===== src/rtl/dag_pkg.sv =====
package dag_pkg;

  // Watchpoint enable field encoding
  typedef enum logic [1:0] {
    WP_OFF   = 2'd0,
    WP_STORE = 2'd1,
    WP_BOTH  = 2'd2,
    WP_LOAD  = 2'd3
  } wp_en_e;

  // Whether an access of the given kind may match under an enable code
  function automatic logic wp_kind_ok(input logic [1:0] code, input logic is_store);
    logic ok;
    unique case (wp_en_e'(code))
      WP_OFF:   ok = 1'b0;
      WP_STORE: ok = is_store;
      WP_BOTH:  ok = 1'b1;
      WP_LOAD:  ok = ~is_store;
      default:  ok = 1'b0;
    endcase
    return ok;
  endfunction

endpackage


===== src/rtl/dag_relocate.sv =====
module dag_relocate #(
  parameter int ADDR_W  = 32,
  parameter int PID_LSB = 25
) (
  input  logic [ADDR_W-1:0] addr_i,
  input  logic [ADDR_W-1:0] pid_i,
  output logic [ADDR_W-1:0] addr_o
);
  localparam int FLD_W = ADDR_W - PID_LSB;

  logic [FLD_W-1:0] pid_fld;
  logic [FLD_W-1:0] addr_fld;
  logic             do_reloc;
  logic             unused_pid;

  assign pid_fld    = pid_i[ADDR_W-1:PID_LSB];
  assign addr_fld   = addr_i[ADDR_W-1:PID_LSB];
  assign unused_pid = ^pid_i[PID_LSB-1:0];

  always_comb begin
    do_reloc = (pid_fld != '0) && (addr_fld == '0);
    addr_o   = addr_i;
    if (do_reloc) begin
      addr_o[ADDR_W-1:PID_LSB] = pid_fld;
    end
  end
endmodule


===== src/rtl/dag_align_chk.sv =====
module dag_align_chk #(
  parameter int ADDR_W    = 32,
  parameter int CTL_W     = 32,
  parameter int GRAN_LSBS = 2,
  parameter int EN_BIT    = 1
) (
  input  logic [ADDR_W-1:0] addr_i,
  input  logic [CTL_W-1:0]  ctl_i,
  output logic              misalign_o
);
  logic check_on;
  logic unused_align;

  assign check_on     = ctl_i[EN_BIT];
  assign unused_align = ^{addr_i[ADDR_W-1:GRAN_LSBS], ctl_i};

  always_comb begin
    misalign_o = check_on && (addr_i[GRAN_LSBS-1:0] != '0);
  end
endmodule


===== src/rtl/dag_wp_unit.sv =====
module dag_wp_unit
  import dag_pkg::*;
#(
  parameter int ADDR_W    = 32,
  parameter int CTL_W     = 32,
  parameter int NUM_CMP   = 2,
  parameter int EN_W      = 2,
  parameter int IGN_LSBS  = 2,
  parameter int MASK_BIT  = 8
) (
  input  logic [ADDR_W-1:0]         addr_i,
  input  logic                      store_i,
  input  logic [CTL_W-1:0]          ctl_i,
  input  logic [NUM_CMP*ADDR_W-1:0] wp_regs_i,
  output logic                      hit_o
);
  localparam int CMP_W = ADDR_W - IGN_LSBS;

  logic [NUM_CMP-1:0] kind_ok;
  logic [NUM_CMP-1:0] exact_hit;
  logic [ADDR_W-1:0]  wp0;
  logic [ADDR_W-1:0]  inv_mask;
  logic               mask_mode;
  logic               masked_hit;
  logic               unused_ctl;

  assign unused_ctl = ^ctl_i;

  // One comparator per watchpoint register, each with its own enable field
  for (genvar gi = 0; gi < NUM_CMP; gi++) begin : g_cmp
    logic [ADDR_W-1:0] wp_reg;
    logic [EN_W-1:0]   en_code;
    assign wp_reg  = wp_regs_i[gi*ADDR_W +: ADDR_W];
    assign en_code = ctl_i[gi*EN_W +: EN_W];
    always_comb begin
      kind_ok[gi]   = wp_kind_ok(en_code, store_i);
      exact_hit[gi] = kind_ok[gi] &&
                      (addr_i[ADDR_W-1 -: CMP_W] == wp_reg[ADDR_W-1 -: CMP_W]);
    end
  end

  // Mask mode: register 1 excludes bits from the compare against register 0
  assign wp0       = wp_regs_i[0 +: ADDR_W];
  assign inv_mask  = wp_regs_i[ADDR_W +: ADDR_W];
  assign mask_mode = ctl_i[MASK_BIT];

  always_comb begin
    masked_hit = kind_ok[0] && (((addr_i ^ wp0) & ~inv_mask) == '0);
    if (mask_mode) begin
      hit_o = masked_hit;
    end else begin
      hit_o = |exact_hit;
    end
  end
endmodule


===== src/rtl/dag_addr_guard.sv =====
module dag_addr_guard #(
  parameter int              ADDR_W     = 32,
  parameter int              CTL_W      = 32,
  parameter int              PID_LSB    = 25,
  parameter int              ALIGN_BIT  = 1,
  parameter int              MASK_BIT   = 8,
  parameter int              GDE_BIT    = 31,
  parameter int              MOE_LSB    = 2,
  parameter int              MOE_W      = 3,
  parameter logic [2:0]      MOE_CODE   = 3'b010,
  parameter logic [31:0]     FAULT_CODE = 32'h0000_0008
) (
  input  logic              clk,
  input  logic              rst_n,
  input  logic              acc_valid,
  input  logic              acc_store,
  input  logic [ADDR_W-1:0] acc_addr,
  input  logic [ADDR_W-1:0] pid_reg,
  input  logic [CTL_W-1:0]  ctl_reg,
  input  logic [CTL_W-1:0]  dbg_ctl,
  input  logic [CTL_W-1:0]  dbg_stat_i,
  input  logic [ADDR_W-1:0] bkpt_addr0,
  input  logic [ADDR_W-1:0] bkpt_addr1,
  output logic              out_valid,
  output logic [ADDR_W-1:0] out_addr,
  output logic              align_abort,
  output logic [CTL_W-1:0]  fault_status,
  output logic [ADDR_W-1:0] fault_addr,
  output logic              bkpt_hit,
  output logic [CTL_W-1:0]  dbg_stat_o
);
  localparam int NUM_CMP   = 2;
  localparam int EN_W      = 2;
  localparam int GRAN_LSBS = 2;

  logic [ADDR_W-1:0] reloc_addr;
  logic              misalign;
  logic              raw_hit;
  logic              wp_blocked;
  logic              hit_take;

  logic              valid_d, valid_q;
  logic              abort_d, abort_q;
  logic              hit_d,   hit_q;
  logic [ADDR_W-1:0] addr_d,  addr_q;
  logic [ADDR_W-1:0] faddr_d, faddr_q;
  logic [CTL_W-1:0]  fstat_d, fstat_q;
  logic [CTL_W-1:0]  dstat_d, dstat_q;
  logic              data_en;

  dag_relocate #(
    .ADDR_W  (ADDR_W),
    .PID_LSB (PID_LSB)
  ) u_relocate (
    .addr_i (acc_addr),
    .pid_i  (pid_reg),
    .addr_o (reloc_addr)
  );

  dag_align_chk #(
    .ADDR_W    (ADDR_W),
    .CTL_W     (CTL_W),
    .GRAN_LSBS (GRAN_LSBS),
    .EN_BIT    (ALIGN_BIT)
  ) u_align (
    .addr_i     (reloc_addr),
    .ctl_i      (ctl_reg),
    .misalign_o (misalign)
  );

  dag_wp_unit #(
    .ADDR_W   (ADDR_W),
    .CTL_W    (CTL_W),
    .NUM_CMP  (NUM_CMP),
    .EN_W     (EN_W),
    .IGN_LSBS (GRAN_LSBS),
    .MASK_BIT (MASK_BIT)
  ) u_wp (
    .addr_i    (reloc_addr),
    .store_i   (acc_store),
    .ctl_i     (dbg_ctl),
    .wp_regs_i ({bkpt_addr1, bkpt_addr0}),
    .hit_o     (raw_hit)
  );

  // Next-state: alignment abort outranks the watchpoint, debug enable gates it
  always_comb begin
    wp_blocked = dbg_stat_i[GDE_BIT];
    hit_take   = raw_hit && !wp_blocked && !misalign;
    data_en    = acc_valid;

    valid_d = acc_valid;
    abort_d = acc_valid && misalign;
    hit_d   = acc_valid && hit_take;
    addr_d  = reloc_addr;
    faddr_d = reloc_addr;
    fstat_d = misalign ? FAULT_CODE : '0;
    dstat_d = dbg_stat_i;
    if (hit_take) begin
      dstat_d[MOE_LSB +: MOE_W] = MOE_CODE;
    end
  end

  // Flag registers
  always_ff @(posedge clk or negedge rst_n) begin
    if (!rst_n) begin
      valid_q <= 1'b0;
      abort_q <= 1'b0;
      hit_q   <= 1'b0;
    end else begin
      valid_q <= valid_d;
      abort_q <= abort_d;
      hit_q   <= hit_d;
    end
  end

  // Data registers, loaded only on an access
  always_ff @(posedge clk or negedge rst_n) begin
    if (!rst_n) begin
      addr_q  <= '0;
      faddr_q <= '0;
      fstat_q <= '0;
      dstat_q <= '0;
    end else if (data_en) begin
      addr_q  <= addr_d;
      faddr_q <= faddr_d;
      fstat_q <= fstat_d;
      dstat_q <= dstat_d;
    end
  end

  assign out_valid    = valid_q;
  assign out_addr     = addr_q;
  assign align_abort  = abort_q;
  assign fault_status = fstat_q;
  assign fault_addr   = faddr_q;
  assign bkpt_hit     = hit_q;
  assign dbg_stat_o   = dstat_q;
endmodule


===== config.mk =====
export PLATFORM = sky130hd
export DESIGN_NAME = dag_addr_guard
export DESIGN_NICKNAME = d
export VERILOG_FILES = /design/src/rtl/dag_pkg.sv /design/src/rtl/dag_relocate.sv /design/src/rtl/dag_align_chk.sv /design/src/rtl/dag_wp_unit.sv /design/src/rtl/dag_addr_guard.sv
export SDC_FILE = /design/constraint.sdc
export NUM_CORES = 1
export LEC_CHECK = 0
export ABC_AREA = 1
export ABC_CLOCK_PERIOD_IN_PS = 800
export BUFFER_PORTS_ARGS = -buffer_cell sky130_fd_sc_hd__buf_4
export CORE_AREA = 2 2 139 141
export DETAILED_ROUTE_END_ITERATION = 8
export DIE_AREA = 0 0 141 143
export GPL_TIMING_DRIVEN = 0
export HOLD_SLACK_MARGIN = 0.06
export PLACE_DENSITY = 0.54
export SYNTH_ARGS = -nofsm -noshare
export SYNTH_HDL_FRONTEND = slang
export SYNTH_SLANG_ARGS = --single-unit

===== constraint.sdc =====
create_clock -name clk -period 0.8 [get_ports clk]
set_input_delay 0.04 -clock clk [delete_from_list [all_inputs] [get_ports clk]]
set_output_delay 0.04 -clock clk [all_outputs]
set_load 0.02 [all_outputs]

---- After elaboration in Yosys (flattened, before gate mapping) ----
Index checks and enable logic that the tools add are counted.
storage, ports and cells
  logic and storage cells ................. 42
  register bits ........................... 99
  output and inout port bits .............. 131
operators by class
  reductions and logical operators ........ 18
  mux-type cells .......................... 6
  eq/ne operators ......................... 8
  bitwise operators ....................... 4
operator list
  kind                                                 number
  equality test 30 bit                                 2
  AND 32 bit                                           1
  logical NOT 32 bit                                   1
  inverter 32 bit                                      1
  XOR 32 bit                                           1
  logical AND 1 bit                                    9
  equality test 2 bit, second input constant           4
  case mux 1 bit (4 select lines)                      2
  logical NOT 7 bit                                    1
  two-way mux 7 bit                                    1
  nonzero test 7 bit                                   1
  equality test 2 x 1 -> 1 bit, second input constant  2
  logical NOT 2 bit                                    2
  two-way mux 4 bit                                    1
  two-way mux 3 bit                                    1
  logical NOT 1 bit                                    2
  nonzero test 2 bit                                   1
  OR reduction 2 bit                                   1
  two-way mux 1 bit                                    1
  inverter 1 bit                                       1

---- Logic depth before layout (Yosys ltp) ----
  depth after elaboration ................. 11
  depth in mapped cells ................... 17
  depth with buffers taken out ............ 16

---- Hierarchy ----
A second synthesis with hierarchy kept.
second synthesis, totals
  cell total of the unflattened synthesis .. 711
  area, all modules ....................... 4840.9 µm²
modules (own cells, without submodules)
  module          area an instance (µm²)  sequential area each (µm²)  instances  cells each
  dag_addr_guard  3085.5                  1701.6                      1          350
  dag_wp_unit     1391.3                  0.0                         1          294
  dag_relocate    352.8                   0.0                         1          64
  dag_align_chk   11.3                    0.0                         1          3

---- Worst setup path before layout ----
OpenSTA, ideal clock, no wires.
  kind .................................... input port to flip-flop
  start ................................... in acc_addr[29]
  end ..................................... reg dstat_q[2] (netlist: dbg_stat_o[2])
  data arrival time ....................... 1.197 ns
  stages .................................. 15
  slack ................................... -0.514 ns
  setup time .............................. 0.116 ns
  path through ............................ nor2_1 > nand2_1 > nor2_4 > buf_6 > nand2_2 > nand2_1 > nand2_1 > nand2_1 > nand3_1 > nor2_1 > nand3_1 > nand3_1 > nand3_2 > nand2_1 > nand2_1
on the way
  word-level cells in the longest chain between the ends .. 11
  elaborated cells on any way between the ends .. 16
  classes of those cells .................. 2 x eq/ne; 3 x mux; 2 x bitwise; 9 x reduce/logical
RTL lines
  item                                line                   RTL
  start: declaration                  dag_addr_guard.sv:17   input logic [ADDR_W-1:0] acc_addr,
  logical NOT 7 bit                   dag_relocate.sv:21     do_reloc = (pid_fld != '0) && (addr_fld == '0);
  logical AND 1 bit                   dag_relocate.sv:21
  two-way mux 7 bit (*)               dag_relocate.sv:23     if (do_reloc) begin
  XOR 32 bit                          dag_wp_unit.sv:48      masked_hit = kind_ok[0] && (((addr_i ^ wp0) & ~inv_mask) == '0);
  AND 32 bit                          dag_wp_unit.sv:48
  logical NOT 32 bit                  dag_wp_unit.sv:48
  logical AND 1 bit                   dag_wp_unit.sv:48
  two-way mux 1 bit (*)               dag_wp_unit.sv:49      if (mask_mode) begin
  logical AND 1 bit (*) (2 in a row)  dag_addr_guard.sv:89   hit_take = raw_hit && !wp_blocked && !misalign;
  two-way mux 3 bit (*)               dag_addr_guard.sv:99   if (hit_take) begin
  end signal: assignment              dag_addr_guard.sv:128  dstat_q <= dstat_d;
  end: declaration                    dag_addr_guard.sv:48   logic [CTL_W-1:0] dstat_d, dstat_q;
Mark *: on every way between the ends. The rest lies on a longest branch, timed or not.
A chain may end at the register's enable or synchronous reset.

---- Final worst setup path ----
  start ................................... in pid_reg[26]
  end ..................................... reg dstat_q[2] (netlist: dbg_stat_o[2])
on the way
  word-level cells in the longest chain between the ends .. 11
  elaborated cells on any way between the ends .. 16
  classes of those cells .................. 2 x eq/ne; 3 x mux; 2 x bitwise; 9 x reduce/logical
RTL lines
  item                                line                  RTL
  start: declaration                  dag_addr_guard.sv:18  input logic [ADDR_W-1:0] pid_reg,
  nonzero test 7 bit                  dag_relocate.sv:21
  logical AND 1 bit                   dag_relocate.sv:21
  two-way mux 7 bit (*)               dag_relocate.sv:23
  XOR 32 bit                          dag_wp_unit.sv:48
  AND 32 bit                          dag_wp_unit.sv:48
  logical NOT 32 bit                  dag_wp_unit.sv:48
  logical AND 1 bit                   dag_wp_unit.sv:48
  two-way mux 1 bit (*)               dag_wp_unit.sv:49
  logical AND 1 bit (*) (2 in a row)  dag_addr_guard.sv:89
  two-way mux 3 bit (*)               dag_addr_guard.sv:99
Marks and branches as above.

==> out/qor.log <==
INFO  outcome        status=finished, violations left
INFO  outcome        violations=negative hold slack, negative setup slack
INFO  place          finalWeightedCongestion=0.829
INFO  critical_path  setup.reg_to_reg.worst_slack=-0.03ns
INFO  critical_path  worstRegToRegCells=3
INFO  synthesis      unique_masters_post_synth=24
INFO  floorplan      design.core.area=18600µm²
INFO  global_routing antenna_found_initial=0
INFO  floorplan      die_h=143µm
INFO  critical_path  timing.critical_path.arrival=1.48ns
INFO  pwr            clock_power_share=32.2%
INFO  floorplan      die-width=141µm
INFO  global_routing wire_length_of_the_first_global_routing_pass=27900µm
INFO  critical_path  crit_fanout=5
INFO  timing         hold-worst-slack=-0.150ns
INFO  hold_path      hp-class=in2async
INFO  critical_path  timing.rr.end=fault_addr[27]
INFO  pwr            power.sequential.fraction=31.5%
INFO  synthesis      post_synth_instance_area=4720µm²
INFO  synthesis      synth.yosys.warnings=0
INFO  pwr            power.net_switching=4.24mW
INFO  job            max_cap_viol_count=0
INFO  drt            routed_wirelength=18500µm
INFO  pwr            power.leakage=4.98nW
INFO  pwr            power.internal=8.65mW
INFO  pwr            comb_power_share=36.3%
INFO  synthesis      sequential_cell_area_fraction_in_the_yosys_report=36.0%
INFO  cts            number_of_buffers_created_by_cts=9
INFO  timing         fin_ws=-0.445ns
INFO  finish         num-fill-cells=1860
INFO  pwr            power_switching_share=32.9%
INFO  timing         finalSetupViolations=108
INFO  cts            cts_tree=done
INFO  finish         syn2layout_area_growth=93.2%
INFO  place          placement_cell_area=7020µm²
INFO  finish         antenna_cells=0
INFO  timing         fmaxAchievable=0.803GHz
INFO  cts            cts_root_cell=sky130_fd_sc_hd__clkbuf_16
INFO  synthesis      synth_seq_cells=68
INFO  critical_path  critical_path_required=1.03ns
INFO  floorplan      die_footprint=20200µm²
INFO  pwr            vdd_ir_drop_max=0.773mV
INFO  drt            antenna_violating_nets_post_route=0
INFO  cts            clk_pin_slew=0.06ns
INFO  finish         drive_above_1_share=42.6%
INFO  finish         number_of_nets_in_the_finished_design=1344
INFO  pwr            power.density=1410nW/µm²
INFO  synthesis      synthesized_area_per_cell=6.36µm²
INFO  drt            drc_errors=0
INFO  drt            via_count=5653
INFO  finish         final-seq-area=1710µm²
INFO  global_routing global_route.usage.total=17.8%
INFO  floorplan      rows=50
INFO  timing         report.final.hold_viol_count=68
INFO  timing         slew_viol_final=0
INFO  critical_path  worstReg2RegStart=fault_addr[27]
INFO  synthesis      synthCells=743
INFO  global_routing grt_start_max_net_pins=69
INFO  critical_path  timing.critical_path.from_type=primary input
INFO  timing         final_period_minus_worst_setup_slack=1.25ns
INFO  timing         worst_pin_slew=0.967ns
INFO  drt            drtIter0Drc=148
INFO  floorplan      start_util=25.4%
INFO  place          hpwl=13800µm
INFO  drt            via_per_inst=4.17
INFO  finish         stdcell_area=9130µm²
INFO  floorplan      top_level_ports=359
INFO  timing         timing.slew.headroom=35.5%
INFO  drt            post_drt_wl_per_cell=13.6µm
INFO  cts            cts_sinks=68
INFO  cts            htree_num_levels=3
INFO  timing         fin_worst_skew=0ns
INFO  critical_path  path_class=in2reg
INFO  critical_path  crit_path_end_kind=flop
INFO  cts            clock_path_buffers=2
INFO  global_routing grt_pass1_vias=5508
INFO  timing         setup_total_negative_slack=-18.27ns
INFO  timing         final_min_period_over_clock_period=156%
INFO  finish         combined_area_of_the_multi_input_logic_cells=2610µm²
INFO  timing         grt_setup_unrepaired=true
INFO  place          numPortBuffers=244
INFO  global_routing grt-ovfl-total=0
INFO  cts            insertion_delay=0.33ns
INFO  drt            detailedRoute.firstPassIterationCount=4
==> metal layers <==
metal	vias up	GRT usage, %	routed length (µm)
met5	-	0	0
met4	0	6.79	388
met3	24	3.86	1110
met2	184	30.5	9060
met1	2546	21.9	7910
li1	2899	-	-
==> how the worst max path moves through the flow <==
stage,depth (start not counted),slack [ns],end,startpoint
after global placement,16,-0.97,dbg_stat_o[4],acc_addr[25]
after global routing,16,-0.57,dbg_stat_o[2],pid_reg[26]
after detailed placement,16,-0.97,dbg_stat_o[4],acc_addr[25]
after floorplan,15,-0.50,dbg_stat_o[4],acc_addr[29]
after CTS,16,-0.44,dbg_stat_o[2],acc_addr[26]
final,16,-0.45,dbg_stat_o[2],pid_reg[26]
==> kinds of logic (layout without fill, tap and decap cells) <==
family / count (synthesis) / after routing / synth area share [%]
AO/OA/AOI/OAI: 36 / 36 / 4.10
XOR/XNOR: 9 / 9 / 1.67
buffers and inverters: 185 / 533 / 19.9
flip-flops: 68 / 68 / 36.0
other: 1 / 31 / 0.0794
AND/OR/NAND/NOR: 444 / 444 / 38.2
==> power by group through the flow <==
stage | clock network [mW] | logic, mW | registers, mW
finish | 4.15 | 4.68 | 4.06
global route | 4.43 | 5.06 | 4.09
CTS | 4.28 | 4.49 | 4.05
detailed placement | 0 | 3.68 | 4.03
global placement | 0 | 3.65 | 4.02
floorplan | 0 | 1.56 | 4.36
==> registers in the layout (all words and copies together) (netlist names) <==
register / cells
out_valid: 1
bkpt_hit: 1
fault_status: 1
dbg_stat_o: 32
fault_addr: 32
align_abort: 1
==> synth_stat cells <==
cell,instances,area share (%)
sky130_fd_sc_hd__nand2_1,314,25
sky130_fd_sc_hd__inv_1,104,8.3
sky130_fd_sc_hd__dfrtp_1,68,36
sky130_fd_sc_hd__buf_4,64,10
sky130_fd_sc_hd__nand3_1,61,6.5
sky130_fd_sc_hd__nor2_1,53,4.2
sky130_fd_sc_hd__o21ai_0,27,2.9
sky130_fd_sc_hd__clkbuf_1,14,1.1
sky130_fd_sc_hd__nand3b_1,7,1.1
sky130_fd_sc_hd__xnor2_1,7,1.3
sky130_fd_sc_hd__a31oi_1,6,0.79
sky130_fd_sc_hd__nand4_1,3,0.40
sky130_fd_sc_hd__nand2_2,2,0.26
sky130_fd_sc_hd__nand3_2,2,0.42
sky130_fd_sc_hd__xor2_1,2,0.37
sky130_fd_sc_hd__a21o_1,1,0.16
sky130_fd_sc_hd__a21oi_1,1,0.11
sky130_fd_sc_hd__a21oi_2,1,0.19
sky130_fd_sc_hd__buf_6,1,0.24
sky130_fd_sc_hd__clkinv_1,1,0.079
sky130_fd_sc_hd__conb_1,1,0.079
sky130_fd_sc_hd__inv_2,1,0.079
sky130_fd_sc_hd__nor2_4,1,0.24
sky130_fd_sc_hd__or2_2,1,0.13
==> stage by stage <==
| stage | total power [mW] | std cells | util (%) | hold WS (ns) | setup slack [ns] |
|---|---|---|---|---|---|
| final | 12.9 | 1355 | 49.1 | -0.150 | -0.445 |
| after global routing | 13.6 | 1355 | 49.1 | -0.0558 | -0.569 |
| after CTS | 12.8 | 1347 | 47.2 | -0.106 | -0.443 |
| after detailed placement | 7.71 | 1251 | 37.8 | 0.191 | -0.975 |
| after global placement | 7.67 | 1251 | 37.8 | 0.183 | -0.974 |
| after floorplan | 5.92 | 773 | - | -0.256 | -0.502 |
==> timing repair <==
| item | 4_1_cts | 5_1_grt |
|---|---|---|
| gates cloned | 1 | 0 |
| setup buffers | 20 | 8 |
| hold buffers | 59 | 1 |
| resized for setup | 195 | 104 |
| endpoints found under the hold margin | 133 | 74 |
| pin swaps | 29 | 52 |
| endpoints found under the setup margin | 155 | 154 |
==> worst max-delay path, cell delays in order <==
cell and delay, ns:
sky130_fd_sc_hd__buf_4 0.13, sky130_fd_sc_hd__inv_2 0.06, sky130_fd_sc_hd__nand2_2 0.05, sky130_fd_sc_hd__nor2_2 0.09, sky130_fd_sc_hd__nand2_2 0.10, sky130_fd_sc_hd__buf_8 0.16, sky130_fd_sc_hd__nand3_4 0.10, sky130_fd_sc_hd__nand3_4 0.08
sky130_fd_sc_hd__nand2_2 0.08, sky130_fd_sc_hd__nand2_2 0.05, sky130_fd_sc_hd__nor2_2 0.11, sky130_fd_sc_hd__nand3_2 0.08, sky130_fd_sc_hd__nand3_2 0.10, sky130_fd_sc_hd__nand3_4 0.10, sky130_fd_sc_hd__nand2_2 0.08, sky130_fd_sc_hd__nand2_2 0.04
==> cell type report <==
| cell class | count | share of cell area, % |
|---|---|---|
| buffer | 79 | 7.72 |
| clock buffer | 9 | 2.47 |
| clock inverter | 7 | 0.822 |
| inverter | 106 | 4.44 |
| multi-input combinational | 520 | 28.6 |
| sequential | 68 | 18.7 |
| tap | 234 | 3.21 |
| timing repair buffer | 332 | 34.1 |
==> cell usage in the layout (no fill, tap or decap), types with 11 or more instances in the layout <==
cell type	count
sky130_fd_sc_hd__nor2_1	28
sky130_fd_sc_hd__nand3_2	16
sky130_fd_sc_hd__buf_6	150
sky130_fd_sc_hd__dfrtp_1	65
sky130_fd_sc_hd__nor2_2	18
sky130_fd_sc_hd__nand3_1	37
sky130_fd_sc_hd__conb_1	31
sky130_fd_sc_hd__nand2_2	33
sky130_fd_sc_hd__dlygate4sd3_1	60
sky130_fd_sc_hd__inv_1	91
sky130_fd_sc_hd__o21ai_0	19
sky130_fd_sc_hd__inv_2	11
sky130_fd_sc_hd__buf_4	182
sky130_fd_sc_hd__nand2_1	280
Power figures use the tool's default switching activity.
